$ cat config.mk
export PLATFORM = sky130hd
export DESIGN_NAME = flash_status_mux
export DESIGN_NICKNAME = d
export VERILOG_FILES = /design/src/rtl/flash_status_mux.sv
export SDC_FILE = /design/constraint.sdc
export NUM_CORES = 1
export LEC_CHECK = 0
export BUFFER_PORTS_ARGS = -buffer_cell sky130_fd_sc_hd__buf_2
export CELL_PAD_IN_SITES_DETAIL_PLACEMENT = 1
export CELL_PAD_IN_SITES_GLOBAL_PLACEMENT = 1
export CORE_AREA = 10 10 70 72
export DETAILED_ROUTE_END_ITERATION = 12
export DIE_AREA = 0 0 80 82
export PLACE_DENSITY_LB_ADDON = 0.05
export RECOVER_POWER = 100
export SKIP_LAST_GASP = 1
export SYNTH_ARGS = -nofsm -noshare
export SYNTH_HDL_FRONTEND = slang
export SYNTH_SLANG_ARGS = --single-unit
$ cat constraint.sdc
create_clock -name clk -period 2.2 [get_ports clk]
set_clock_uncertainty 0.2 [all_clocks]
set_input_delay 0.44 -clock clk [delete_from_list [all_inputs] [get_ports clk]]
set_output_delay 0.44 -clock clk [all_outputs]
set_load 0.05 [all_outputs]
$ cat src/rtl/flash_status_mux.sv
module flash_status_mux #(
  parameter int NUM_DIES = 3,
  parameter int ROW_W    = 8
) (
  input  logic                clk,
  input  logic                rst_n,
  input  logic                cmd_valid,
  input  logic [7:0]          cmd_code,
  input  logic                addr_valid,
  input  logic [ROW_W-1:0]    addr_row,
  input  logic                ce_n,
  input  logic                re_n,
  input  logic [NUM_DIES-1:0] die_wp_n,
  input  logic [NUM_DIES-1:0] die_busy,
  input  logic [NUM_DIES-1:0] die_arr_busy,
  input  logic [NUM_DIES-1:0] die_fail,
  input  logic [NUM_DIES-1:0] die_fail_prev,
  input  logic [NUM_DIES-1:0] die_rewrite,
  input  logic [7:0]          array_data,
  output logic [7:0]          io_out,
  output logic                io_oe,
  output logic                data_sel,
  output logic                rb_n
);
  localparam int DIE_W = (NUM_DIES > 1) ? $clog2(NUM_DIES) : 1;
  localparam logic [DIE_W:0] NDIES = NUM_DIES[DIE_W:0];

  typedef enum logic [2:0] {P_NONE, P_READ, P_PROG, P_ERASE, P_STAT} pend_t;
  typedef enum logic [1:0] {OP_NONE, OP_RD, OP_PG, OP_ER} op_t;

  pend_t             pend_q;
  logic              stat_en_q, stat_none_q;
  logic [DIE_W-1:0]  sel_die_q, stat_die_q;
  op_t               op_q    [NUM_DIES];
  logic [NUM_DIES-1:0] cache_q;
  logic [NUM_DIES-1:0][7:0] stat_v;

  wire [DIE_W-1:0] addr_die = addr_row[ROW_W-1 -: DIE_W];
  wire             addr_hit = ({1'b0, addr_die} < NDIES);
  wire             addr_use = addr_valid && (pend_q != P_NONE);
  wire             op_addr  = addr_use && addr_hit && (pend_q != P_STAT);

  always_ff @(posedge clk or negedge rst_n) begin
    if (!rst_n) begin
      pend_q      <= P_NONE;
      stat_en_q   <= 1'b0;
      stat_none_q <= 1'b0;
      sel_die_q   <= '0;
      stat_die_q  <= '0;
    end else if (cmd_valid) begin
      case (cmd_code)
        8'h00: begin stat_en_q <= 1'b0; pend_q <= P_READ; end
        8'h80: pend_q <= P_PROG;
        8'h60: pend_q <= P_ERASE;
        8'h78: begin stat_en_q <= 1'b1; stat_none_q <= 1'b1; pend_q <= P_STAT; end
        8'h70: begin
          stat_en_q   <= 1'b1;
          stat_none_q <= 1'b0;
          stat_die_q  <= sel_die_q;
          pend_q      <= P_NONE;
        end
        default: pend_q <= P_NONE;
      endcase
    end else if (addr_use) begin
      pend_q <= P_NONE;
      if (addr_hit) begin
        sel_die_q <= addr_die;
        if (pend_q == P_STAT) begin
          stat_die_q  <= addr_die;
          stat_none_q <= 1'b0;
        end
      end
    end
  end

  for (genvar g = 0; g < NUM_DIES; g++) begin : g_die
    wire me_addr = op_addr && (addr_die == DIE_W'(g));
    wire me_sel  = cmd_valid && (sel_die_q == DIE_W'(g));

    always_ff @(posedge clk or negedge rst_n) begin
      if (!rst_n) begin
        op_q[g]    <= OP_NONE;
        cache_q[g] <= 1'b0;
      end else if (me_addr) begin
        op_q[g]    <= (pend_q == P_READ) ? OP_RD : (pend_q == P_PROG) ? OP_PG : OP_ER;
        cache_q[g] <= 1'b0;
      end else if (me_sel) begin
        if (cmd_code == 8'h15 || cmd_code == 8'h31) cache_q[g] <= 1'b1;
        else if (cmd_code == 8'h10 || cmd_code == 8'h30 || cmd_code == 8'hD0) cache_q[g] <= 1'b0;
      end
    end

    assign stat_v[g] = {die_wp_n[g], ~die_busy[g], ~die_arr_busy[g], 1'b0,
                        (op_q[g] == OP_RD) & die_rewrite[g], 1'b0,
                        cache_q[g] & die_fail_prev[g], die_fail[g]};
  end

  assign data_sel = stat_en_q;
  assign io_out   = !stat_en_q ? array_data : (stat_none_q ? 8'h00 : stat_v[stat_die_q]);
  assign io_oe    = !ce_n && !re_n;
  assign rb_n     = &(~die_busy);

  AST_ARRAY_PASS: assert property (@(posedge clk) disable iff (!rst_n)
    !data_sel |-> io_out == array_data);
  AST_ON_AFTER_70: assert property (@(posedge clk) disable iff (!rst_n)
    (cmd_valid && cmd_code == 8'h70) |=> data_sel);
  AST_OFF_AFTER_00: assert property (@(posedge clk) disable iff (!rst_n)
    (cmd_valid && cmd_code == 8'h00) |=> !data_sel);
  AST_EN_HELD: assert property (@(posedge clk) disable iff (!rst_n)
    (data_sel && !(cmd_valid && cmd_code == 8'h00)) |=> data_sel);
  AST_RSVD_ZERO: assert property (@(posedge clk) disable iff (!rst_n)
    data_sel |-> (io_out[4] == 1'b0 && io_out[2] == 1'b0));
  AST_RB_BUSY: assert property (@(posedge clk) disable iff (!rst_n)
    (|die_busy) |-> !rb_n);
  AST_78_BLANK: assert property (@(posedge clk) disable iff (!rst_n)
    (cmd_valid && cmd_code == 8'h78) |=> io_out == 8'h00);
endmodule

After elaboration in Yosys (flattened, before gate mapping)
Index checks and enable logic that the tools add are counted.
{"block": "word_totals", "register_bits": 18, "input_bits": 48, "output_inout_bits": 11, "word_cells": 115}
{"block": "classes", "order_cmp": 2, "eq_ne": 22, "muxes": 28, "bitwise_logic": 14, "n_reduce_logical": 38}
{"operator": "$eq A8 B7 Y1 const B", "n": 3}
{"operator": "$mux W8", "n": 3}
{"operator": "$bmux W8 S2", "n": 1}
{"operator": "$eq A8 B5 Y1 const B", "n": 2}
{"operator": "$eq A8 B6 Y1 const B", "n": 2}
{"operator": "$eq A8 B8 Y1 const B", "n": 2}
{"operator": "$reduce_bool A2 Y1", "n": 7}
{"operator": "$mux W1", "n": 13}
{"operator": "$mux W2", "n": 6}
{"operator": "$pmux W3 S4", "n": 1}
{"operator": "$reduce_bool A3 Y1", "n": 4}
{"operator": "$eq A2 B1 Y1 const B", "n": 5}
{"operator": "$logic_and A1 B1 Y1", "n": 10}
{"operator": "$logic_not A8 Y1", "n": 1}
{"operator": "$reduce_and A2 Y1", "n": 4}
{"operator": "$reduce_and A4 Y1", "n": 2}
{"operator": "$not A1 Y1", "n": 7}
{"operator": "$and A1 B1 Y1", "n": 6}
{"operator": "$mux W3", "n": 2}
{"operator": "$reduce_and A3 Y1", "n": 2}
{"operator": "$eq A2 B2 Y1 const B", "n": 2}
{"operator": "$logic_not A2 Y1", "n": 2}
{"operator": "$pmux W1 S2", "n": 2}
{"operator": "$eq A3 B1 Y1 const B", "n": 1}
{"operator": "other kinds (11)", "n": 14}

Logic depth before layout (Yosys ltp)
{"block": "depth", "ltp_word": 7, "mapped_depth": 5, "mapped_depth_nobuf": 4}

Least setup slack after synthesis
No wires, ideal clock.
{"block": "synth_path", "path_type": "register to output", "start": "register stat_en_q, in the netlist data_sel", "end": "output port io_out[3]", "t_arrival_ns": 1.920, "required_time_ns": 1.560, "setup_slack_ns": -0.360, "path_stages_with_launch": 3, "path_buffers": 1, "cell_sequence": "dfrtp_1 -> clkbuf_1 -> o21ai_0"}
{"block": "synth_between", "elab_chain_cells": 1}
{"item": "from (decl)", "line": "32", "rtl": "logic stat_en_q, stat_none_q;"}
{"item": "from (signal assigned)", "line": "46", "rtl": "stat_en_q <= 1'b0;"}
{"item": "from (signal assigned)", "line": "52", "rtl": "8'h00: begin stat_en_q <= 1'b0; pend_q <= P_READ; end"}
{"item": "from (signal assigned)", "line": "55", "rtl": "8'h78: begin stat_en_q <= 1'b1; stat_none_q <= 1'b1; pend_q <= P_STAT; end"}
{"item": "$mux W8", "line": "99", "rtl": "assign io_out = !stat_en_q ? array_data : (stat_none_q ? 8'h00 : stat_v[stat_die_q]);"}
{"item": "to (decl)", "line": "20", "rtl": "output logic [7:0] io_out,"}
No other way between the ends.

Worst setup path after layout
{"block": "layout_path", "start": "register stat_die_q[1]", "end": "output port io_out[0]"}
{"block": "layout_between", "elab_chain_cells": 4}
{"item": "from (decl)", "line": "33", "rtl": "logic [DIE_W-1:0] sel_die_q, stat_die_q;"}
{"item": "from (signal assigned)", "line": "59", "rtl": "stat_die_q <= sel_die_q;"}
{"item": "from (signal assigned)", "line": "69", "rtl": "stat_die_q <= addr_die;"}
{"item": "$bmux W8 S2", "line": "99"}
{"item": "$mux W8 (implied by the code)", "line": "99"}
{"item": "$mux W8 (2 in series)", "line": "99"}
No other way between the ends. The select of a mux whose other input is x is not followed.

==> out/metrics.csv <==
stage;metric;value;unit
global_route;grt_max_degree;19;
worst_setup_path;ff2ff_path_depth;5;
clock_network;h-tree-depth;1;
worst_setup_path;regToRegSetupSlack;0.44;ns
synth;syn-cell-area;1160;um2
worst_setup_path;crit_family;flip-flops;
sta;worst_slew_pin_slew;0.995;ns
detailed_routing;drt_iter0_drc;19;
worst_setup_path;cp_common_cell;buf_6;
synth;synthCells;136;
sta;setup_ws;0.0143;ns
sta;drv_slew;0;
global_route;grt_usage;0.123;
placement;dp_slack;0.104;ns
power;switching_power;0.337;mW
die;start_util;0.323;
min_path;hp-class;in -> reg;
synth;synth_area_leaders;dfrtp_1 (39%), a21oi_1 (6.9%), nor2_1 (4.2%);
finish;nFillCells;459;
die;chipHeight;82;um
sta;hold_ws;0.202;ns
worst_setup_path;worstPathCellList;buf_6, mux2i_1, nor2_1, a21oi_2, o22ai_4, buf_6;
sta;period_minus_slack;2.19;ns
sta;rsz0062_at_grt;yes;
global_route;antenna_found_initial;0;
clock_network;cts.sinks;18;
sta;max_freq;458;MHz
clock_network;cts_root_buf;clkbuf_4;
clock_network;clk_path_buf_depth;2;
die;num_rows;22;
synth;synth-seq-area-share;0.390;
power;finalPower;0.944;mW
synth;async_flop_share;1.00;
worst_setup_path;start_kind;flop;
worst_setup_path;arrival;1.55;ns
synth;synth_edf_count;0;
clock_network;insertion_delay;0.30;ns
worst_setup_path;max_stage_delay;0.41;ns
worst_setup_path;critPathBufInv;2;
placement;dpl.cell_count;242;
die;core;3580;um2
detailed_routing;viasPerCell;5.03;
power;internal_power;0.607;mW
power;clkPwrFrac;0.219;
worst_setup_path;cp_max_fo;6;
detailed_routing;wire_per_inst;16.0;um
global_route;grt_overflow;0;
detailed_routing;dr.pass1.iters;2;
placement;port_buffers;52;
power;combPwrFrac;0.380;
placement;place.gp.congestion;0.757;
sta;fin_crit_sh;0.994;
sta;slew_headroom;0.337;
worst_setup_path;r2r-start;pend_q[0];
synth;ys_ff_latch;18;
synth;yosysMostFrequentCell;dfrtp_1;
synth;synth_top_area_cell;dfrtp_1;
clock_network;cts.clk_slew.worst_paths;0.11;ns
clock_network;cts_tree;done;
sta;timing_hold_violations_final;0;
power;ir_drop;0.247;mV
synth;yosys_warnings;0;
clock_network;cts_buffers;3;
detailed_routing;wirelength;3960;um
finish;nNetsFinal;249;
min_path;hold_start;cmd_code[3];
worst_setup_path;rr_endpoint;stat_die_q[0];
synth;syn_avg_cell_area;8.50;um2
power;swShare;0.357;
die;die_x;80;um
synth;syn_nets;184;
outcome;outcome;completed;
synth;ys_top_cells_by_count;dfrtp_1 (18), a21oi_1 (16), nor2_1 (13);
finish;layoutNonFillerInstCount;248;
finish;drive_gt1_frac;0.425;
finish;insertedDiodeCount;0;
global_route;grt_pass1_wl;6520;um
min_path;min_to;pend_q[2];
power;sequentialPowerShare;0.401;
worst_setup_path;crit_path_end_kind;output pin;
synth;synth_flop_cell;dfrtp_1;
worst_setup_path;worstPathRequired;1.56;ns
synth;synth_top_area_frac;0.390;
power;p_per_area;544;nW/um2
run;maxCapViolations;0;
power;leakage;0.803;nW
detailed_routing;drc;0;
detailed_routing;drtAntennaViolNets;0;
detailed_routing;vias;1248;
min_path;worstHoldPathCells;2;
placement;post-dp-hpwl;3260;um
finish;final_util;0.485;
worst_setup_path;crit_type;reg -> out;
die;fp.dieArea;6560;um2
sta;setup_viol;0;
synth;ys_types;40;
global_route;grt_pass1_vias;1408;
die;io_pins;59;
finish;area_growth;50.0;%
worst_setup_path;worst_path_max_delay_cell;dfrtp_1;
-- routing by layer --
| metal | track usage | vias to the layer above | part of all wire |
|---|---|---|---|
| li1 | - | 623 | - |
| met5 | 0 | - | 0 |
| met2 | 0.223 | 41 | 0.51 |
| met1 | 0.131 | 579 | 0.40 |
| met4 | 0.0475 | 0 | 0.010 |
| met3 | 0.0371 | 5 | 0.082 |
-- power by group through the flow --
stage / clock, mW / combinational [mW] / sequential, mW
after floorplan: 0 / 0.215 / 0.386
after global placement: 0 / 0.320 / 0.383
after detailed placement: 0 / 0.329 / 0.384
after CTS: 0.215 / 0.345 / 0.378
after global routing: 0.228 / 0.387 / 0.384
final: 0.207 / 0.358 / 0.379
-- logic make-up (layout without fill, tap and decap cells) --
| family | after synthesis | after routing | synth area share |
|---|---|---|---|
| AO/OA/AOI/OAI | 40 | 40 | 0.209 |
| XOR/XNOR | 2 | 2 | 0.0152 |
| buffers and inverters | 14 | 78 | 0.0465 |
| flip-flops | 18 | 18 | 0.390 |
| multiplexers | 6 | 6 | 0.0563 |
| AND/OR/NAND/NOR | 56 | 56 | 0.284 |
-- timing repair --
action	4_1_cts	5_1_grt
cloned	0	0
resized for setup	9	14
hold buffers	1	0
buffers inserted	0	1
pin swaps	0	2
setup endpoints to repair	6	6
endpoints found under the hold margin	18	0
-- stage by stage --
stage	area, um2	setup TNS (ns)
floorplan	1240	0
global placement	1610	0
detailed placement	1610	0
CTS	1680	-0.0294
global route	1730	-0.321
finish	1730	0
-- registers in the layout, indices dropped and copies added (netlist names) --
register / count
cache_q: 3
data_sel: 1
op_q: 6
pend_q: 3
sel_die_q: 2
stat_die_q: 2
stat_none_q: 1
-- cell type report --
type                    instances  area, um2  share of cell area
multi-input cells             104        763               0.440
repair buffers                 64        385               0.222
inverters                      10       37.5              0.0216
flip-flops and latches         18        452               0.260
well taps                      48       60.1              0.0346
clock buffers                   4       36.3              0.0209
-- placed cells by master (no fill, tap or decap), drive strengths merged, types with 5 or more instances in the layout --
| cell type | count |
|---|---|
| inv | 10 |
| o21ai | 6 |
| dfrtp | 18 |
| nor2 | 13 |
| buf | 53 |
| nand2 | 8 |
| o22ai | 5 |
| a21oi | 16 |
| nor2b | 7 |
| clkbuf | 14 |
-- worst max-delay path by stage --
stage	from	to	slack, ns	depth (start not counted)
6_report	stat_die_q[1]	io_out[0]	0.01	6
5_1_grt	stat_die_q[1]	io_out[3]	-0.08	5
4_1_cts	stat_die_q[1]	io_out[3]	-0.03	5
3_5_place_dp	cmd_code[0]	stat_die_q[0]	0.10	7
3_3_place_gp	cmd_code[0]	stat_die_q[1]	0.14	7
2_1_floorplan	die_busy[1]	rb_n	0.02	1
No activity file was read; power rests on OpenSTA's default activity.
